$ cat src/rtl/tdm_port_pkg.sv
package tdm_port_pkg;

    typedef enum logic [1:0] {
        TX_IDLE  = 2'd0,
        TX_ARMED = 2'd1,
        TX_SHIFT = 2'd2
    } tx_state_e;

    typedef struct packed {
        logic rise;
        logic fall;
        logic fs_fall;
    } sclk_evt_t;

    function automatic int cnt_width(input int span);
        return (span < 2) ? 1 : $clog2(span);
    endfunction

endpackage

$ cat src/rtl/tdm_sclk_edges.sv
module tdm_sclk_edges
    import tdm_port_pkg::*;
(
    input  logic      clk,
    input  logic      rst,
    input  logic      sclk_i,
    input  logic      fs_n_i,
    output sclk_evt_t evt_o
);

    logic sclk_q;
    logic fs_prev_q;

    always_comb begin
        evt_o.rise    = sclk_i & ~sclk_q;
        evt_o.fall    = ~sclk_i & sclk_q;
        evt_o.fs_fall = evt_o.fall & fs_prev_q & ~fs_n_i;
    end

    always_ff @(posedge clk) begin
        if (rst) begin
            sclk_q    <= 1'b0;
            fs_prev_q <= 1'b1;
        end else begin
            sclk_q <= sclk_i;
            if (evt_o.fall) begin
                fs_prev_q <= fs_n_i;
            end
        end
    end

endmodule

$ cat src/rtl/tdm_rx_deser.sv
module tdm_rx_deser
    import tdm_port_pkg::*;
#(
    parameter int WORD_W = 16,
    localparam int CW = cnt_width(WORD_W)
) (
    input  logic              clk,
    input  logic              rst,
    input  logic              fall_i,
    input  logic              start_i,
    input  logic              din_i,
    output logic              busy_o,
    output logic              last_o,
    output logic [WORD_W-1:0] word_now_o,
    output logic [WORD_W-1:0] rx_word_o,
    output logic              rx_valid_o
);

    localparam logic [CW-1:0] LAST_IDX = CW'(WORD_W - 1);

    logic [WORD_W-1:0] sh_q;
    logic [CW-1:0]     cnt_q;

    assign last_o     = busy_o && (cnt_q == LAST_IDX);
    assign word_now_o = {sh_q[WORD_W-2:0], din_i};

    always_ff @(posedge clk) begin
        if (rst) begin
            sh_q       <= '0;
            cnt_q      <= '0;
            busy_o     <= 1'b0;
            rx_word_o  <= '0;
            rx_valid_o <= 1'b0;
        end else begin
            rx_valid_o <= 1'b0;
            if (fall_i) begin
                if (busy_o) begin
                    sh_q  <= word_now_o;
                    cnt_q <= cnt_q + 1'b1;
                    if (last_o) begin
                        rx_word_o  <= word_now_o;
                        rx_valid_o <= 1'b1;
                        busy_o     <= 1'b0;
                    end
                end
                if (start_i) begin
                    busy_o <= 1'b1;
                    cnt_q  <= '0;
                end
            end
        end
    end

endmodule

$ cat src/rtl/tdm_tx_ser.sv
module tdm_tx_ser
    import tdm_port_pkg::*;
#(
    parameter int WORD_W = 16,
    localparam int CW = cnt_width(WORD_W + 1)
) (
    input  logic              clk,
    input  logic              rst,
    input  logic              rise_i,
    input  logic              load_i,
    input  logic [WORD_W-1:0] load_word_i,
    input  logic              handoff_en_i,
    output logic              dout_o,
    output logic              oe_o,
    output logic              fsd_n_o
);

    localparam logic [CW-1:0] END_IDX     = CW'(WORD_W);
    localparam logic [CW-1:0] HANDOFF_IDX = CW'(WORD_W - 1);

    tx_state_e         state_q;
    logic [WORD_W-1:0] sh_q;
    logic [CW-1:0]     cnt_q;

    always_ff @(posedge clk) begin
        if (rst) begin
            state_q <= TX_IDLE;
            sh_q    <= '0;
            cnt_q   <= '0;
            dout_o  <= 1'b0;
            oe_o    <= 1'b0;
            fsd_n_o <= 1'b1;
        end else if (load_i) begin
            state_q <= TX_ARMED;
            sh_q    <= load_word_i;
        end else if (rise_i) begin
            case (state_q)
                TX_ARMED: begin
                    dout_o  <= sh_q[WORD_W-1];
                    sh_q    <= sh_q << 1;
                    cnt_q   <= CW'(1);
                    oe_o    <= 1'b1;
                    fsd_n_o <= 1'b1;
                    state_q <= TX_SHIFT;
                end
                TX_SHIFT: begin
                    if (cnt_q == END_IDX) begin
                        dout_o  <= 1'b0;
                        oe_o    <= 1'b0;
                        fsd_n_o <= 1'b1;
                        state_q <= TX_IDLE;
                    end else begin
                        dout_o  <= sh_q[WORD_W-1];
                        sh_q    <= sh_q << 1;
                        cnt_q   <= cnt_q + 1'b1;
                        fsd_n_o <= ~(handoff_en_i && (cnt_q == HANDOFF_IDX));
                    end
                end
                default: ;
            endcase
        end
    end

endmodule

$ cat src/rtl/tdm_codec_port.sv
module tdm_codec_port
    import tdm_port_pkg::*;
#(
    parameter int WORD_W  = 16,
    parameter int MAX_DEV = 8,
    parameter int POS_W   = cnt_width(MAX_DEV)
) (
    input  logic              clk,
    input  logic              rst,
    input  logic              sclk_i,
    input  logic              fs_n_i,
    input  logic              din_i,
    output logic              dout_o,
    output logic              dout_oe_o,
    output logic              fsd_n_o,
    input  logic [WORD_W-1:0] tx_sample_i,
    output logic [WORD_W-1:0] rx_sample_o,
    output logic              rx_valid_o,
    input  logic [POS_W-1:0]  dev_pos_i,
    input  logic              loopback_i
);

    localparam logic [POS_W-1:0] LAST_POS = POS_W'(MAX_DEV - 1);

    sclk_evt_t         evt;
    logic              rx_busy;
    logic              rx_last;
    logic [WORD_W-1:0] rx_word_now;
    logic              frame_start;
    logic [WORD_W-1:0] loop_word;
    logic [WORD_W-1:0] load_word;

    assign frame_start = evt.fs_fall && (!rx_busy || rx_last);
    assign loop_word   = rx_last ? rx_word_now : rx_sample_o;
    assign load_word   = loopback_i ? loop_word : tx_sample_i;

    tdm_sclk_edges edges_i (
        .clk    (clk),
        .rst    (rst),
        .sclk_i (sclk_i),
        .fs_n_i (fs_n_i),
        .evt_o  (evt)
    );

    tdm_rx_deser #(.WORD_W(WORD_W)) rx_i (
        .clk        (clk),
        .rst        (rst),
        .fall_i     (evt.fall),
        .start_i    (frame_start),
        .din_i      (din_i),
        .busy_o     (rx_busy),
        .last_o     (rx_last),
        .word_now_o (rx_word_now),
        .rx_word_o  (rx_sample_o),
        .rx_valid_o (rx_valid_o)
    );

    tdm_tx_ser #(.WORD_W(WORD_W)) tx_i (
        .clk          (clk),
        .rst          (rst),
        .rise_i       (evt.rise),
        .load_i       (frame_start),
        .load_word_i  (load_word),
        .handoff_en_i (dev_pos_i != LAST_POS),
        .dout_o       (dout_o),
        .oe_o         (dout_oe_o),
        .fsd_n_o      (fsd_n_o)
    );

endmodule

$ cat config.mk
export PLATFORM = sky130hd
export DESIGN_NAME = tdm_codec_port
export DESIGN_NICKNAME = d
export VERILOG_FILES = /design/src/rtl/tdm_port_pkg.sv /design/src/rtl/tdm_sclk_edges.sv /design/src/rtl/tdm_rx_deser.sv /design/src/rtl/tdm_tx_ser.sv /design/src/rtl/tdm_codec_port.sv
export SDC_FILE = /design/constraint.sdc
export NUM_CORES = 1
export LEC_CHECK = 0
export CORE_ASPECT_RATIO = 1.4
export CORE_MARGIN = 10
export CORE_UTILIZATION = 54
export DETAILED_ROUTE_END_ITERATION = 8
export GPL_TIMING_DRIVEN = 0
export PLACE_DENSITY = 0.82
export REMOVE_ABC_BUFFERS = 1
export SYNTH_ARGS = -nofsm -noshare
export SYNTH_HDL_FRONTEND = slang
export SYNTH_SLANG_ARGS = --single-unit
$ cat constraint.sdc
create_clock -name clk -period 2.3 [get_ports clk]
set_clock_uncertainty 0.1 [all_clocks]
set_input_delay 0.46 -clock clk [delete_from_list [all_inputs] [get_ports clk]]
set_output_delay 0.46 -clock clk [all_outputs]
set_load 0.05 [all_outputs]
### Word level (Yosys, flattened, before mapping)

Index checks and enable logic that the tools add are counted.

| cells by class | value |
|---|---|
| $add $sub $neg | 2 |
| eq/ne operators | 10 |
| multiplexer cells | 24 |
| bitwise gates (word level) | 11 |
| reduce and logical (&&, ||, !) cells | 19 |

Operators with widths:

| kind | number |
|---|---|
| 2-to-1 mux 16 bit | 5 |
| one-hot mux 16 bit (2 select lines) | 1 |
| AND reduction 3 bit | 4 |
| one-hot mux 5 bit (2 select lines) | 1 |
| 2-to-1 mux 1 bit | 9 |
| 2-to-1 mux 4 bit | 2 |
| AND reduction 4 bit | 2 |
| NOT 1 bit | 7 |
| != test 3 bit, second input constant | 2 |
| one-hot mux 1 bit (2 select lines) | 3 |
| nonzero test 2 bit | 3 |
| adder 5 x 1 -> 5 bit, second input constant | 1 |
| == test 5 x 4 -> 1 bit, second input constant | 1 |
| == test 5 bit, second input constant | 1 |
| 2-to-1 mux 5 bit | 1 |
| adder 4 x 1 -> 4 bit, second input constant | 1 |
| bitwise AND 1 bit | 4 |
| == test 4 bit, second input constant | 1 |
| one-hot mux 2 bit (2 select lines) | 1 |
| AND reduction 2 bit | 2 |
| logical AND 1 bit | 3 |
| != test 3 x 2 -> 1 bit, second input constant | 1 |
| nonzero test 3 bit | 1 |
| OR reduction 3 bit | 1 |
| other kinds (8) | 8 |

| storage, ports and cells | value |
|---|---|
| bits in registers | 65 |
| input port bits | 25 |
| logic and storage cells | 80 |

### Depth between registers and ports, before layout

| logic depth | value |
|---|---|
| depth after elaboration | 7 |
| gate-level depth with buffers | 8 |

### Hierarchy

A second synthesis with hierarchy kept.

| unflattened totals | value |
|---|---|
| cell total of the unflattened synthesis | 380 |
| area, all modules | 3275.6 µm² |

Modules (own cells, without submodules):

| module | times used | cells each | area each (µm²) | sequential area each (µm²) |
|---|---|---|---|---|
| tdm_tx_ser | 1 | 178 | 1480.2 | 520.5 |
| tdm_rx_deser | 1 | 137 | 1338.8 | 740.7 |
| tdm_codec_port | 1 | 56 | 361.6 | 0.0 |
| tdm_sclk_edges | 1 | 9 | 95.1 | 40.0 |

### Worst setup path before layout

Ideal clock, no wire load.

| path | value |
|---|---|
| kind | register to register |
| from | register tx_i.state_q[0] |
| to | register tx_i.sh_q[10] |
| library setup time | 0.119 ns |
| arrival | 1.634 ns |
| data required time | 2.081 ns |
| slack | 0.448 ns |
| cell stages (with the launch flop) | 9 |
| period minus slack after synthesis | 1.852 ns |
| cell sequence | dfxtp_1 inv_1 ha_1 nor2_1 a211oi_4 or2_1 buf_6 buf_12 o221a_1 |

| on the way | value |
|---|---|
| cells in the longest elaborated chain, start to end | 4 |
| elaborated cells on any way between the ends | 8 |
| classes of those cells | eq/ne (3); mux (3); reduce/logical (2) |

RTL lines:

| item | line | source |
|---|---|---|
| start: declaration | tdm_tx_ser.sv:21 | `tx_state_e state_q;` |
| start signal: assignment | tdm_tx_ser.sv:27 | `state_q <= TX_IDLE;` |
| start signal: assignment | tdm_tx_ser.sv:34 | `state_q <= TX_ARMED;` |
| start signal: assignment | tdm_tx_ser.sv:44 | `state_q <= TX_SHIFT;` |
| == test 2 bit or == test 2 x 1 -> 1 bit (tied branches) | tdm_tx_ser.sv:37 | `case (state_q)` |
| one-hot mux 16 bit (2 select lines) | tdm_tx_ser.sv:37 |  |
| 2-to-1 mux 16 bit | tdm_tx_ser.sv:36 | `end else if (rise_i) begin` |
| 2-to-1 mux 16 bit | tdm_tx_ser.sv:33 | `end else if (load_i) begin` |
| end signal: assignment | tdm_tx_ser.sv:35 | `sh_q <= load_word_i;` |
| end signal: assignment | tdm_tx_ser.sv:40 | `sh_q <= sh_q << 1;` |
| end signal: assignment | tdm_tx_ser.sv:54 | `sh_q <= sh_q << 1;` |
| end: declaration | tdm_tx_ser.sv:22 | `logic [WORD_W-1:0] sh_q;` |

Parallel ways exist; a longest one is shown, timed or not. The select of a mux whose other input is x is not followed.
A chain may end at the register's enable or synchronous reset.

### Worst setup path in the final report

| path | value |
|---|---|
| from | input port loopback_i |
| to | register tx_i.sh_q[0] |

| on the way | value |
|---|---|
| cells in the longest elaborated chain, start to end | 2 |

RTL lines:

| item | line | source |
|---|---|---|
| start: declaration | tdm_codec_port.sv:20 | `input logic loopback_i` |
| 2-to-1 mux 16 bit | tdm_codec_port.sv:35 | `assign load_word = loopback_i ? loop_word : tx_sample_i;` |
| 2-to-1 mux 16 bit | tdm_tx_ser.sv:33 |  |

Every way passes these cells.

==> impl_metrics.csv <==
group,metric,value,unit
status,status,"finished clean",
global_route,grt.total_usage,0.1592,
routing,drtAntennaViolNets,0,
setup_path,crit_cells,4,
timing,rsz0062_at_grt,"false",
placed_design,hpwl,4900,um
cells_and_area,area_delta_synth_final,23.64,%
floorplan,start_util,0.5500,
routing,dr.pass1.iters,4,
routing,routed_via_density,5.665,
pwr,ir_drop,0.4642,mV
yosys,synth_top_cell_area_share,0.4314,
cells_and_area,finish.net_count,432,
placed_design,post-place-ws,-0.6228,ns
setup_path,critPathCapture,"tx_i.sh_q[0]",
timing,finalWorstSetupSlack,0.1467,ns
setup_path,worst_setup_path_end_kind,"flop",
timing,hold_viol,0,
min_path,min_path_type,"reg2reg",
timing,layout_min_cycle_time,2.153,ns
timing,finalSetupViolCount,0,
routing,num_vias,2685,
floorplan,ios,45,
yosys,yosysMostFrequentCell,"a21oi_1",
global_route,grt_pass1_wl,12030,um
yosys,netlist-cell-type-count,47,
min_path,whs_path_depth,2,
setup_path,rr_endpoint,"tx_i.sh_q[10]",
setup_path,criticalPathCategory,"in2reg",
timing,fmax,0.4644,GHz
pwr,power_density,678.2,nW/um^2
pwr,power_frac_seq,0.458,
yosys,synth_area_leader_cell,"dfxtp_1",
pwr,p_int,1.976,mW
clock_tree,clockBufferDepth,2,
floorplan,fp.dieW,83.17,um
cells_and_area,drive_gt1_frac,0.07635,
yosys,synth_area_per_cell,8.310,sq um
setup_path,cp_cell_sequence,"clkdlybuf4s50_1 > nor2_1 > a2111o_1 > o31ai_2",
pwr,p_leak,1.398,nW
job,max_cap_violations,0,
clock_tree,cts_sinks,65,
routing,drc,0,
yosys,async_reset_ff_frac,0,
cells_and_area,diodes,0,
pwr,sw_frac_of_total,0.2189,
pwr,p_sw,553.6,uW
floorplan,rows,32,
clock_tree,cts_tree,"done",
yosys,ys.flop_type,"dfxtp_1",
setup_path,r2r-start,"tx_i.state_q[0]",
pwr,power_frac_comb,0.063,
global_route,grt_pass1_vias,2656,
routing,drt_iter0_drc,154,
yosys,synthTopCellsByCount,"a21oi_1, nand2_1, dfxtp_1",
yosys,ys_ff_latch,65,
setup_path,start_kind,"primary input",
setup_path,cp_max_fo,32,
floorplan,die_h,108.4,um
routing,routed_wl,7367,um
clock_tree,cts_root_buffer,"clkbuf_8",
routing,routedWlPerCell,15.54,um
setup_path,worstPathRequired,2.47,ns
setup_path,reg2regPathDepth,6,
setup_path,r2r_slack,0.31,ns
yosys,syn_area,3017,sq um
placed_design,routabilityCongestion,0.7699,
timing,tightest_slew,1.158,ns
floorplan,coreArea,5485,sq um
setup_path,critPathMaxStageDelay,1.23,ns
floorplan,die-area,9019,sq um
setup_path,crit_slowest_cell,"clkdlybuf4s50_1",
yosys,yosysWarnings,0,
timing,final_max_slew_viol_count,0,
cells_and_area,fin_util,0.6800,
placed_design,port_buffers,44,
clock_tree,cts_buffers,9,
clock_tree,worstSkewPairLatency,0.35,ns
yosys,syn_inst,363,
timing,slew_headroom,0.2259,
clock_tree,htreeDepth,3,
global_route,grt_max_degree,41,
setup_path,crit_start,"loopback_i",
yosys,yosysSeqAreaShare,0.4314,
setup_path,crit_arrival,2.32,ns
timing,finalCritPeriodShare,0.9362,
clock_tree,path_clk_slew,0.08,ns
setup_path,critPathTopFamily,"buffers and inverters",
setup_path,cp.buffers_inverters,1,
global_route,grt_overflow_total,0,
min_path,worstHoldStart,"tx_i.dout_o",
pwr,clock_power_share,0.479,
yosys,synth_edf_count,0,
global_route,antenna_found_initial,0,
yosys,synthTopCellsByArea,"dfxtp_1, a21oi_1, nand2_1, o221a_1, mux2i_1",
## layer usage
layer / track usage / routed length (um) / vias to the layer above
li1: - / - / 1339
met1: 0.1560 / 2932 / 1274
met2: 0.2970 / 3860 / 61
met3: 0.04966 / 422 / 11
met4: 0.07805 / 151 / 0
met5: 0 / 0 / -
## final cells by class
type	instances	area, sq um
clock inverters	6	115.1
clock buffers	10	137.6
multi-input cells	253	1526
repair buffers	47	470.5
flip-flops and latches	65	1301
fillers	438	1755
inverters	25	93.84
well taps	68	85.08
## power by group through the flow
stage               sequential [mW]  combinational (mW)  clock [mW]
floorplan                      1.18              0.0690           0
global placement               1.18               0.153           0
detailed placement             1.18               0.158           0
CTS                            1.16               0.160        1.23
global route                   1.16               0.175        1.27
finish                         1.16               0.160        1.21
## kinds of logic after synthesis
logic type / share of synthesized area
AO/OA/AOI/OAI: 0.2302
XOR/XNOR: 0.005808
adder cells (fa/ha/maj): 0.02489
buffers and inverters: 0.06968
flip-flops: 0.4314
multiplexers: 0.05309
AND/OR/NAND/NOR: 0.1850
## per-stage QoR
step / instances / area (sq um) / hold WS (ns) / setup TNS, ns / power [mW]
4_1_cts: 474 / 3720 / 0.3624 / 0 / 2.543
5_1_grt: 474 / 3730 / 0.3904 / 0 / 2.609
2_1_floorplan: 343 / 2900 / 0.3384 / 0 / 1.251
6_report: 474 / 3730 / 0.3608 / 0 / 2.529
3_3_place_gp: 455 / 3426 / 0.3411 / -45.70 / 1.336
3_5_place_dp: 456 / 3441 / 0.3542 / -19.55 / 1.341
## cells in the final DEF (no fill, tap or decap), types with 3 or more instances in the layout
| master | Yosys | routed |
|---|---|---|
| a21oi_1 | 71 | 71 |
| nand2_1 | 68 | 67 |
| dfxtp_1 | 65 | 65 |
| clkdlybuf4s50_1 | 0 | 43 |
| inv_1 | 25 | 25 |
| nor2_1 | 24 | 24 |
| mux2i_1 | 16 | 16 |
| o221a_1 | 15 | 15 |
| clkbuf_8 | 0 | 10 |
| ha_1 | 6 | 6 |
| nand3_1 | 5 | 5 |
| o21ai_0 | 5 | 5 |
| nor3_1 | 3 | 3 |
| nand2b_1 | 3 | 3 |
| o21ai_1 | 4 | 3 |
| bufinv_16 | 0 | 3 |
## timing repair
action	4_1_cts	5_1_grt
gates cloned	0	0
setup endpoints to repair	33	19
setup buffers	2	0
gates resized for setup	4	2
endpoints found under the hold margin	0	0
hold buffers	0	0
pin swaps	2	0
## registers in the layout (all words and copies together), names as in the netlist
signal             flops
tx_i.sh_q             16
tx_i.oe_o              1
rx_i.busy_o            1
tx_i.fsd_n_o           1
rx_i.sh_q             15
rx_i.rx_valid_o        1
tx_i.cnt_q             5
rx_i.rx_word_o        16
edges_i.fs_prev_q      1
tx_i.state_q           2
rx_i.cnt_q             4
edges_i.sclk_q         1
tx_i.dout_o            1
## worst min-delay path by stage
stage	end	slack, ns
floorplan	rx_i.rx_word_o[15]	0.34
global placement	tx_i.dout_o	0.34
detailed placement	tx_i.dout_o	0.35
CTS	tx_i.dout_o	0.36
global route	rx_i.rx_word_o[15]	0.39
finish	tx_i.dout_o	0.36
## worst reg2reg max path, stage by stage, from the launching register on
cell and delay, ns:
dfxtp_1 0.35, inv_1 0.06, ha_1 0.31, nor2_1 0.24
a211oi_4 0.07, or2_2 0.44, o221a_1 0.31
Note: power is estimated with default switching activity, not from simulation.
